## src/rtl/clkpm_pkg.sv

```systemverilog
// Shared types for the clock divider and low-power mode controller.
package clkpm_pkg;

    // Oscillator / power state of the controller.
    typedef enum logic [1:0] {
        OSC_RC   = 2'd0,   // running from RC oscillator, crystal warming
        OSC_XTAL = 2'd1,   // running from crystal, RC off
        OSC_STOP = 2'd2,   // everything halted
        OSC_WAIT = 2'd3    // crystal started, strobe held until ready
    } osc_state_e;

endpackage

```

## src/rtl/clkpm_sync.sv

```systemverilog
// Multi-stage level synchronizer for an asynchronous status input.
// Assumes the input is a slow level; output lags by STAGES edges.
module clkpm_sync #(
    parameter int STAGES = 2
) (
    input  logic clk,
    input  logic rst_n,
    input  logic d_async,
    output logic q_sync
);
    logic [STAGES-1:0] chain;

    genvar g;
    generate
        for (g = 0; g < STAGES; g++) begin : g_stage
            // Shift the level one stage further per edge.
            always_ff @(posedge clk) begin
                if (!rst_n) begin
                    chain[g] <= 1'b0;
                end else if (g == 0) begin
                    chain[g] <= d_async;
                end else begin
                    chain[g] <= chain[(g == 0) ? 0 : g-1];
                end
            end
        end
    endgenerate

    assign q_sync = chain[STAGES-1];
endmodule

```

## src/rtl/clkpm_modereg.sv

```systemverilog
// Mode register: holds the ratio code, the power-saving bit, the switchback
// enable and the wake policy. Hardware switchback clears the power-saving
// bit and asks the divider to restart. Assumes writes are single-cycle.
module clkpm_modereg #(
    parameter int RATIO_W = 2,
    parameter int N_IRQ   = 4
) (
    input  logic               clk,
    input  logic               rst_n,
    input  logic               cfg_we,
    input  logic [RATIO_W-1:0] cfg_ratio,
    input  logic               cfg_pmm,
    input  logic               cfg_swb,
    input  logic               cfg_wake_rc,
    input  logic [N_IRQ-1:0]   irq_req,
    input  logic [N_IRQ-1:0]   irq_en,
    output logic [RATIO_W-1:0] ratio_q,
    output logic               pmm_q,
    output logic               wake_rc_q,
    output logic               swb_hit
);
    logic swb_q;
    logic any_irq;

    // Detect an enabled request while switchback may fire.
    always_comb begin
        any_irq = |(irq_req & irq_en);
        swb_hit = pmm_q && swb_q && any_irq;
    end

    // Register update; switchback overrides a same-cycle write of the bit.
    always_ff @(posedge clk) begin
        if (!rst_n) begin
            ratio_q   <= '0;
            pmm_q     <= 1'b0;
            swb_q     <= 1'b0;
            wake_rc_q <= 1'b0;
        end else begin
            if (cfg_we) begin
                ratio_q   <= cfg_ratio;
                swb_q     <= cfg_swb;
                wake_rc_q <= cfg_wake_rc;
                pmm_q     <= cfg_pmm;
            end
            if (swb_hit) begin
                pmm_q <= 1'b0;
            end
        end
    end


    swb_clear_chk: assert property (@(posedge clk) disable iff (!rst_n)
        (pmm_q && swb_q && (|(irq_req & irq_en))) |=> !pmm_q);
endmodule

```

## src/rtl/clkpm_divider.sv

```systemverilog
// Power-of-two divider on source ticks. The division exponent is loaded only
// at the terminal tick (or on restart), so a period in progress is never cut
// short by a register write. Assumes tick is a one-cycle pulse.
module clkpm_divider #(
    parameter int CNT_W = 8,
    parameter int LOG_W = 4
) (
    input  logic             clk,
    input  logic             rst_n,
    input  logic             tick,
    input  logic             restart,
    input  logic [LOG_W-1:0] req_log2,
    input  logic [LOG_W-1:0] fast_log2,
    output logic             clk_en
);
    logic [CNT_W-1:0] cnt;
    logic [LOG_W-1:0] act_log2;
    logic [CNT_W-1:0] term_val;
    logic             at_term;

    // Terminal count for the active exponent (wraps to all ones at CNT_W).
    always_comb begin
        term_val = (CNT_W'(1) << act_log2) - CNT_W'(1);
        at_term  = (cnt == term_val);
    end

    // Count ticks, reload the exponent at terminal count, emit the strobe.
    always_ff @(posedge clk) begin
        if (!rst_n) begin
            cnt      <= '0;
            act_log2 <= '0;
            clk_en   <= 1'b0;
        end else if (restart) begin
            cnt      <= '0;
            act_log2 <= fast_log2;
            clk_en   <= 1'b0;
        end else if (tick) begin
            clk_en <= at_term;
            if (at_term) begin
                cnt      <= '0;
                act_log2 <= req_log2;
            end else begin
                cnt <= cnt + CNT_W'(1);
            end
        end else begin
            clk_en <= 1'b0;
        end
    end


    cnt_range_chk: assert property (@(posedge clk) disable iff (!rst_n)
        cnt <= term_val);

    act_change_chk: assert property (@(posedge clk) disable iff (!rst_n)
        (act_log2 != $past(act_log2)) |-> ($past(tick && at_term) || $past(restart)));
endmodule

```

## src/rtl/clkpm_osc_fsm.sv

```systemverilog
// Oscillator state machine: run from RC, run from crystal, stop, or wait for
// the crystal after a stop. Assumes rdy_s is already synchronized and that
// the crystal ready input falls while the crystal is halted.
module clkpm_osc_fsm #(
    parameter int               N_IRQ    = 4,
    parameter logic [N_IRQ-1:0] EXT_MASK = 4'b0011
) (
    input  logic             clk,
    input  logic             rst_n,
    input  logic             rc_tick,
    input  logic             rdy_s,
    input  logic             stop_req,
    input  logic             wake_rc,
    input  logic [N_IRQ-1:0] irq_req,
    input  logic [N_IRQ-1:0] irq_en,
    output logic             sel_rc,
    output logic             rc_run,
    output logic             xtal_run,
    output logic             counting,
    output logic             stopped
);
    import clkpm_pkg::*;

    osc_state_e st, st_nxt;
    logic       wake;

    // Next state from stop requests, wake events and crystal readiness.
    always_comb begin
        wake   = |(irq_req & irq_en & EXT_MASK);
        st_nxt = st;
        case (st)
            OSC_RC:   if (stop_req) st_nxt = OSC_STOP;
                      else if (rc_tick && rdy_s) st_nxt = OSC_XTAL;
            OSC_XTAL: if (stop_req) st_nxt = OSC_STOP;
            OSC_STOP: if (wake) st_nxt = wake_rc ? OSC_RC : OSC_WAIT;
            OSC_WAIT: if (stop_req) st_nxt = OSC_STOP;
                      else if (rdy_s) st_nxt = OSC_XTAL;
            default:  st_nxt = OSC_RC;
        endcase
    end

    // State register; reset starts on RC with the crystal warming.
    always_ff @(posedge clk) begin
        if (!rst_n) st <= OSC_RC;
        else        st <= st_nxt;
    end

    // Decode run controls and source selection.
    always_comb begin
        sel_rc   = (st == OSC_RC);
        rc_run   = (st == OSC_RC);
        xtal_run = (st != OSC_STOP);
        counting = (st == OSC_RC) || (st == OSC_XTAL);
        stopped  = (st == OSC_STOP);
    end


    leave_stop_chk: assert property (@(posedge clk) disable iff (!rst_n)
        ((st != OSC_STOP) && ($past(st) == OSC_STOP)) |-> $past(wake));

    sel_drop_chk: assert property (@(posedge clk) disable iff (!rst_n)
        $fell(sel_rc) |-> ($past(rc_tick && rdy_s) || (st == OSC_STOP)));
endmodule

```

## src/rtl/clkpm_ctrl.sv

```systemverilog
// Top of the clock divider and low-power mode controller. Selects the tick
// source, gates it by power state, and derives the division exponent from
// the mode register. Assumes ticks are one-cycle pulses in the clk domain.
module clkpm_ctrl #(
    parameter int               RATIO_W     = 2,
    parameter int               PMM_LOG2    = 8,
    parameter int               N_IRQ       = 4,
    parameter logic [N_IRQ-1:0] EXT_MASK    = 4'b0011,
    parameter int               SYNC_STAGES = 2
) (
    input  logic               clk,
    input  logic               rst_n,
    input  logic               xtal_tick,
    input  logic               rc_tick,
    input  logic               xtal_rdy_raw,
    input  logic               cfg_we,
    input  logic [RATIO_W-1:0] cfg_ratio,
    input  logic               cfg_pmm,
    input  logic               cfg_swb,
    input  logic               cfg_wake_rc,
    input  logic               cfg_stop,
    input  logic [N_IRQ-1:0]   irq_req,
    input  logic [N_IRQ-1:0]   irq_en,
    output logic               clk_en,
    output logic               xtal_run,
    output logic               rc_run,
    output logic               sel_rc,
    output logic               stop_q,
    output logic               pmm_q,
    output logic [RATIO_W-1:0] ratio_q
);
    localparam int CNT_W = PMM_LOG2;
    localparam int LOG_W = $clog2(PMM_LOG2 + 1);

    logic             rdy_s;
    logic             wake_rc_q;
    logic             swb_hit;
    logic             counting;
    logic             tick_g;
    logic [LOG_W-1:0] req_log2;
    logic [LOG_W-1:0] fast_log2;

    clkpm_sync #(.STAGES(SYNC_STAGES)) u_sync (
        .clk(clk), .rst_n(rst_n), .d_async(xtal_rdy_raw), .q_sync(rdy_s)
    );

    clkpm_modereg #(.RATIO_W(RATIO_W), .N_IRQ(N_IRQ)) u_mode (
        .clk(clk), .rst_n(rst_n), .cfg_we(cfg_we), .cfg_ratio(cfg_ratio),
        .cfg_pmm(cfg_pmm), .cfg_swb(cfg_swb), .cfg_wake_rc(cfg_wake_rc),
        .irq_req(irq_req), .irq_en(irq_en), .ratio_q(ratio_q),
        .pmm_q(pmm_q), .wake_rc_q(wake_rc_q), .swb_hit(swb_hit)
    );

    clkpm_osc_fsm #(.N_IRQ(N_IRQ), .EXT_MASK(EXT_MASK)) u_fsm (
        .clk(clk), .rst_n(rst_n), .rc_tick(rc_tick), .rdy_s(rdy_s),
        .stop_req(cfg_we && cfg_stop), .wake_rc(wake_rc_q),
        .irq_req(irq_req), .irq_en(irq_en), .sel_rc(sel_rc),
        .rc_run(rc_run), .xtal_run(xtal_run), .counting(counting),
        .stopped(stop_q)
    );

    // Pick the active source tick and the exponent the divider should load.
    always_comb begin
        tick_g    = counting && (sel_rc ? rc_tick : xtal_tick);
        fast_log2 = LOG_W'(ratio_q);
        req_log2  = pmm_q ? LOG_W'(PMM_LOG2) : fast_log2;
    end

    clkpm_divider #(.CNT_W(CNT_W), .LOG_W(LOG_W)) u_div (
        .clk(clk), .rst_n(rst_n), .tick(tick_g), .restart(swb_hit),
        .req_log2(req_log2), .fast_log2(fast_log2), .clk_en(clk_en)
    );


    stop_quiet_chk: assert property (@(posedge clk) disable iff (!rst_n)
        (stop_q && $past(stop_q)) |-> (!clk_en && !xtal_run && !rc_run));
endmodule

```

## config.mk

```make
export PLATFORM = sky130hd
export DESIGN_NAME = clkpm_ctrl
export DESIGN_NICKNAME = d
export VERILOG_FILES = /design/src/rtl/clkpm_pkg.sv /design/src/rtl/clkpm_sync.sv /design/src/rtl/clkpm_modereg.sv /design/src/rtl/clkpm_divider.sv /design/src/rtl/clkpm_osc_fsm.sv /design/src/rtl/clkpm_ctrl.sv
export SDC_FILE = /design/constraint.sdc
export NUM_CORES = 1
export LEC_CHECK = 0
export BUFFER_PORTS_ARGS = -buffer_cell sky130_fd_sc_hd__buf_2
export CAP_MARGIN = 40
export CORE_MARGIN = 2
export CORE_UTILIZATION = 54
export DETAILED_ROUTE_END_ITERATION = 16
export PLACE_DENSITY = 0.88
export SLEW_MARGIN = 20
export SYNTH_ARGS = -nofsm -noshare
export SYNTH_HDL_FRONTEND = slang
export SYNTH_HIERARCHICAL = 1
export SYNTH_SLANG_ARGS = --single-unit
```

## constraint.sdc

```tcl
create_clock -name clk -period 3.3 [get_ports clk]
set_input_delay 0.165 -clock clk [delete_from_list [all_inputs] [get_ports clk]]
set_output_delay 0.165 -clock clk [all_outputs]
set_load 0.01 [all_outputs]
```

==> flow_summary.yaml, run 1 <==
status:
  status: "finished clean"
layout:
  final-seq-area_um2: 440.4
  area_growth_pct: 13.01
  multi_input_area_um2: 922.1
  nets: 218
  fillers: 213
  instances_no_fill: 220
  insertedDiodeCount: 0
  layout-drive-gt1-share_pct: 24.74
clock_network:
  cts_buffer_depth: 2
  postCtsSetupBuffers: 0
  cts_tree: "done"
  htree_levels: 1
  cts.clk_slew.worst_paths_ns: 0.13
  cts_root_buffer: "clkbuf_4"
  cts_resized: 0
  cts_buffers: 3
  cts.sinks: 22
  clock_latency_ns: 0.30
  hold_buffers: 0
synthesis:
  ys_ff_latch: 22
  synth.area.top_cells: "dfxtp_1, ha_1, mux2i_1"
  synth_flop_cell: "dfxtp_1"
  netlist_instances: 163
  ys_seq_area_share_pct: 30.93
  synthArstFlopShare_pct: 0
  netlist_area_mm2: 0.001424
  synthMuxAreaShare_pct: 4.921
  yosysMostFrequentCell: "dfxtp_1"
  synth.top_cells.by_count: "dfxtp_1, nand2_1, inv_1, nor2b_1, nor3_1"
  yosysWarningCount: 6
  synth_top_cell_by_area: "dfxtp_1"
  synth_fa_ha_area_share_pct: 6.151
  synth_top_family_by_area: "simple AND/OR/NAND/NOR gates"
  synth_xor_area_share_pct: 4.306
  ys_types: 46
  synth_top_area_share_pct: 30.93
  synth_edf_count: 0
  synth-compound-area-share_pct: 18.80
  synthSimpleGateAreaFrac_pct: 29.79
  syn_avg_cell_area_um2: 8.735
timing:
  finalCritPeriodShare_pct: 90.88
  setup_viol: 0
  final-hold-violation-count: 0
  max_slew_margin_pct: 59.57
  clock_skew_ns: 0.008322
  finalMaxSlewViolations: 0
  max_freq_ghz: 0.3334
  min_period_ns: 2.999
  worst_slew_pin_slew_ns: 0.6064
  timing.setup.tns_ns: 0
  grt_setup_unrepaired: "no"
routing:
  route.detailed.drc: 0
  drt_iter0_markers: 30
  vias: 1248
  met1Wirelength_um: 1278
  dr_wl_met2_um: 1454
  post_drt_wl_per_cell_um: 13.05
  firstDrtPassIters: 4
  drt_wl_total_um: 2871
  ant_nets: 0
  viasPerCell: 5.673
  routed-wl-met3_um: 108
  top_layer: "met4"
floorplanning:
  fp.dieH_um: 55.35
  pin_count: 28
  rows: 18
  start_util_pct: 57.47
  die_area_mm2: 0.003064
  coreArea_mm2: 0.002477
  die_x_um: 55.35
placement:
  portBuffers: 27
  place_inst: 216
  hpwl_um: 2270
  gp_congestion: 0.7937
global_routing:
  gr-usage-all-layers_pct: 19.15
  grt_pass1_vias: 1241
  grt_pass1_wl_um: 4933
  grt_remaining_overflow: 0
  grt_start_max_net_pins: 16
  antenna_found_initial: 0
setup_path:
  rrSetupSlack_ns: 0.30
  end_kind: "register"
  startpoint_type: "register"
  crit_arrival_ns: 3.25
  cp_max_fo: 11
  crit_required_ns: 3.55
  critPathKind: "reg2reg"
power_and_ir_drop:
  power_density_mw_per_mm2: 847.4
  power_w: 0.001364
  p_leak_nw: 0.7000
  irDropWorstVdd_mv: 0.6000
worst_hold_path:
  hold_class: "in2reg"
run:
  maxCapViolCount: 0
## cell usage in the layout (no fill, tap or decap), types with 2 or more instances in the layout
| cell | n |
|---|---|
| nor2_1 | 8 |
| dfxtp_1 | 22 |
| nand4_1 | 2 |
| mux2i_1 | 7 |
| nor3b_2 | 5 |
| a31oi_1 | 2 |
| o21ai_0 | 8 |
| and3_1 | 5 |
| a21oi_1 | 6 |
| a211oi_1 | 2 |
| ha_1 | 7 |
| nor2b_1 | 10 |
| and2_1 | 4 |
| inv_1 | 10 |
| xor2_1 | 5 |
| nor3_1 | 10 |
| buf_2 | 27 |
| clkbuf_4 | 3 |
| or3_1 | 4 |
| xnor2_1 | 2 |
| nand2_1 | 13 |
| conb_1 | 3 |
| a22oi_2 | 2 |
## state kept, by name, indices dropped and copies added (netlist names), 2 cells and up
name and count:
u_div/act_log2 4, u_div/cnt 8, u_mode/ratio_q 2, u_fsm/st 2
## path summary, 6_finish.rpt
| path | startpoint | end | cells after the start |
|---|---|---|---|
| min | xtal_rdy_raw | u_sync/chain[0] | 2 |
| max | u_div/act_log2[1] | u_div/cnt[0] | 8 |
| min reg2reg | u_sync/chain[0] | u_sync/q_sync | 1 |
| max reg2reg | u_div/act_log2[1] | u_div/cnt[0] | 8 |
## metrics by stage
stage	instance area [µm²]	utilization, %	setup WS [ns]	hold slack [ns]
after detailed placement	1573	63.48	0.3557	0.3806
after floorplan	1431	-	0.5375	0.2867
after CTS	1609	64.95	0.3162	0.06029
after global placement	1573	63.48	0.4147	0.3661
after global routing	1609	64.95	0.1190	0.05824
final	1609	64.95	0.3010	0.06685
## power by group
part	switching [W]	internal (W)	total (W)
Sequential	0.0000806	0.000315	0.000396
Combinational	0.000431	0.000389	0.000819
Clock	0.0000815	0.0000673	0.000149
Total	0.000593	0.000771	0.00136
## per-layer routing
metal,vias up,GRT usage (%)
met2,32,36.39
met1,580,21.63
met3,4,2.810
met4,0,5.923
li1,632,-
met5,-,0
## logic make-up after synthesis
family                   count (synthesis)
AND/OR/NAND/NOR                         70
multiplexers                             7
adder cells (fa/ha/maj)                  7
flip-flops                              22
other                                    1
buffers and inverters                   16
XOR/XNOR                                 7
AO/OA/AOI/OAI                           33
## critical path: stages, from the launching register on
cell and delay, ns:
dfxtp_1 0.42, or4b_2 0.69, ha_1 0.27, and2_1 0.19, o2111a_1 0.22, a211oi_1 0.48
a211oi_1 0.20, or3_1 0.35, a21oi_1 0.12
## layout make-up
| cell class | instances | share of cell area, % |
|---|---|---|
| Multi-Input combinational cell | 127 | 57.31 |
| Sequential cell | 22 | 27.37 |
| Timing Repair Buffer | 27 | 8.398 |
| Inverter | 10 | 2.333 |
| Tap cell | 30 | 2.333 |
| Clock buffer | 4 | 2.255 |
Power figures use the tool's default switching activity.
==> run 2: changes to the inputs <==
==> constraint.sdc (replaced) <==
create_clock -name clk -period 2.9 [get_ports clk]
set_input_delay 0.145 -clock clk [delete_from_list [all_inputs] [get_ports clk]]
set_output_delay 0.145 -clock clk [all_outputs]
set_load 0.01 [all_outputs]
==> run 2 against run 1 <==
  * Clock power rose by 61%
  * Final area rose by 4.0%
  * Final cell count rose by 2.3%
  * Non-clock buffer count rose by 5
  * Sequential power rose by 8.6%
  * Via count rose by 2.9%
  * Register-to-register slack got worse by 0.13 ns
  * Combinational power rose by 22%
  * Wire length rose by 3.9%
  * Power rose by 23%
  * Hold slack got worse by 0.036 ns
  * Highest routed layer unchanged
==> flow_summary.yaml, run 2 (synthesis results as in run 1) <==
global_routing:
  grt_remaining_overflow: 0
  antenna_found_initial: 0
  use_met1_pct: 22.69
  grt_start_max_net_pins: 16
  grt_pass1_vias: 1238
  grt_use_met3_pct: 4.684
  busiest_layer: "met2"
  grt_pass1_wl_um: 4912
  gr-usage-all-layers_pct: 19.12
  use_met2_pct: 34.01
timing:
  finalMaxSlewViolations: 0
  timing.setup.tns_ns: 0
  max_slew_margin_pct: 59.48
  whs_ns: 0.03040
  clock_skew_ns: 0.001225
  finalCritPeriodShare_pct: 93.99
  worst_slew_pin_slew_ns: 0.6077
  max_freq_ghz: 0.3669
  setup_viol: 0
  min_period_ns: 2.726
  final-hold-violation-count: 0
  grt_setup_unrepaired: "no"
  finalWorstSetupSlack_ns: 0.1744
placement:
  hpwl_um: 2291
  place_ws_ns: 0.03906
  gp_congestion: 0.8211
  portBuffers: 27
  place_inst: 220
layout:
  area_growth_pct: 17.57
  top_register: "u_div/cnt"
  nets: 223
  top_regs: "u_div/cnt (8), u_div/act_log2 (4)"
  largest_reg_flops: 8
  final_common_cell: "buf_2"
  layout-drive-gt1-share_pct: 28.21
  instances_no_fill: 225
  insertedDiodeCount: 0
  layout_common_cells: "buf_2, dfxtp_1, nand2_1"
power_and_ir_drop:
  p_sw_share_pct: 40.93
  power_density_mw_per_mm2: 998.2
  power_w: 0.001671
  pwr-share-comb_pct: 59.9
  switchingPower_w: 0.0006840
  intPower_w: 0.0009871
  clockPowerShare_pct: 14.4
  seqPwrFrac_pct: 25.7
  p_leak_nw: 0.7380
  irDropWorstVdd_mv: 0.7303
setup_path:
  end_kind: "register"
  worstPathCellList: "or4b_2 > ha_1 > and2_1 > o2111a_1 > a211oi_2 > a211oi_1 > or3_1 > a21oi_1"
  cp_max_fo: 6
  crit_arrival_ns: 2.97
  startpoint_type: "register"
  r2r_cells: 8
  crit_path_end: "u_div/cnt[0]"
  crit_slowest_cell: "or4b_2"
  timing.rr.start: "u_div/act_log2[1]"
  crit_start: "u_div/act_log2[1]"
  crit_required_ns: 3.15
  critPathKind: "reg2reg"
  r2r_end: "u_div/cnt[0]"
  slowest_delay_ns: 0.68
  rrSetupSlack_ns: 0.17
clock_network:
  cts.clk_slew.worst_paths_ns: 0.13
  cts_buffers: 3
  hold_buffers: 0
  cts_root_buffer: "clkbuf_4"
  cts_tree: "done"
  htree_levels: 1
  cts.sinks: 22
  cts_buffer_depth: 2
  clock_latency_ns: 0.31
floorplanning:
  fp.dieH_um: 55.35
  start_util_pct: 57.47
  coreArea_mm2: 0.002477
  die_area_mm2: 0.003064
  rows: 18
  die_x_um: 55.35
  pin_count: 28
status:
  status: "finished clean"
routing:
  drt_wl_total_um: 2983
  firstDrtPassIters: 4
  viasPerCell: 5.707
  ant_nets: 0
  route.detailed.drc: 0
  vias: 1284
  drt_iter0_markers: 20
  post_drt_wl_per_cell_um: 13.26
run:
  maxCapViolCount: 0
worst_hold_path:
  hold_class: "in2reg"
## run 2: cell count changes in the layout (fill, tap and decap cells not counted), sizes merged
cell and change:
buf +5, bufinv +1, clkbuf -1
## run 2: worst max-delay path: cells and delay by family (launching register included)
family / cells / cell delay [ns]
AND/OR/NAND/NOR: 3 / 1.23
adder cells (fa/ha/maj): 1 / 0.27
flip-flops: 1 / 0.37
AO/OA/AOI/OAI: 4 / 0.79
## run 2: power groups by stage
| stage | Combinational [W] | Clock, W | Sequential (W) |
|---|---|---|---|
| finish | 0.00100 | 0.000240 | 0.000430 |
| global route | 0.00109 | 0.000251 | 0.000441 |
| CTS | 0.000965 | 0.000243 | 0.000427 |
| detailed placement | 0.000959 | 0 | 0.000433 |
| global placement | 0.000926 | 0 | 0.000428 |
| floorplan | 0.000795 | 0 | 0.000409 |
## run 2: final cells by class
cell class | count | area (µm²)
Tap cell | 30 | 37.54
Multi-Input combinational cell | 127 | 932.1
Timing Repair Buffer | 32 | 172.7
Fill cell | 203 | 803.3
Inverter | 10 | 37.54
Clock buffer | 3 | 22.52
Sequential cell | 22 | 441.7
Clock inverter | 1 | 30.03
## run 2: metal layers
metal / share of wire, % / wire length, µm
met1: 43 / 1286
met2: 51 / 1513
met3: 4.9 / 146
met4: 1.2 / 36
met5: 0 / 0
## run 2: through the flow
| step | cell area, µm² | util, % |
|---|---|---|
| after floorplan | 1431 | - |
| final | 1674 | 67.58 |
| after global routing | 1674 | 67.58 |
| after detailed placement | 1603 | 64.70 |
| after CTS | 1655 | 66.82 |
| after global placement | 1603 | 64.70 |
## run 2: repair_timing
item / in CTS / in global routing
gates resized for setup: 0 / 3
hold endpoints to repair: 0 / 0
endpoints found under the setup margin: 0 / 9
setup buffers: 0 / 1
## run 2: worst min path at each step
stage / startpoint / slack (ns) / to / cells after the start
after global routing: xtal_rdy_raw / 0.02 / u_sync/chain[0] / 2
after CTS: xtal_rdy_raw / 0.03 / u_sync/chain[0] / 2
after floorplan: xtal_rdy_raw / 0.27 / u_sync/chain[0] / 1
after detailed placement: xtal_rdy_raw / 0.36 / u_sync/chain[0] / 2
after global placement: xtal_rdy_raw / 0.35 / u_sync/chain[0] / 2
final: xtal_rdy_raw / 0.03 / u_sync/chain[0] / 2
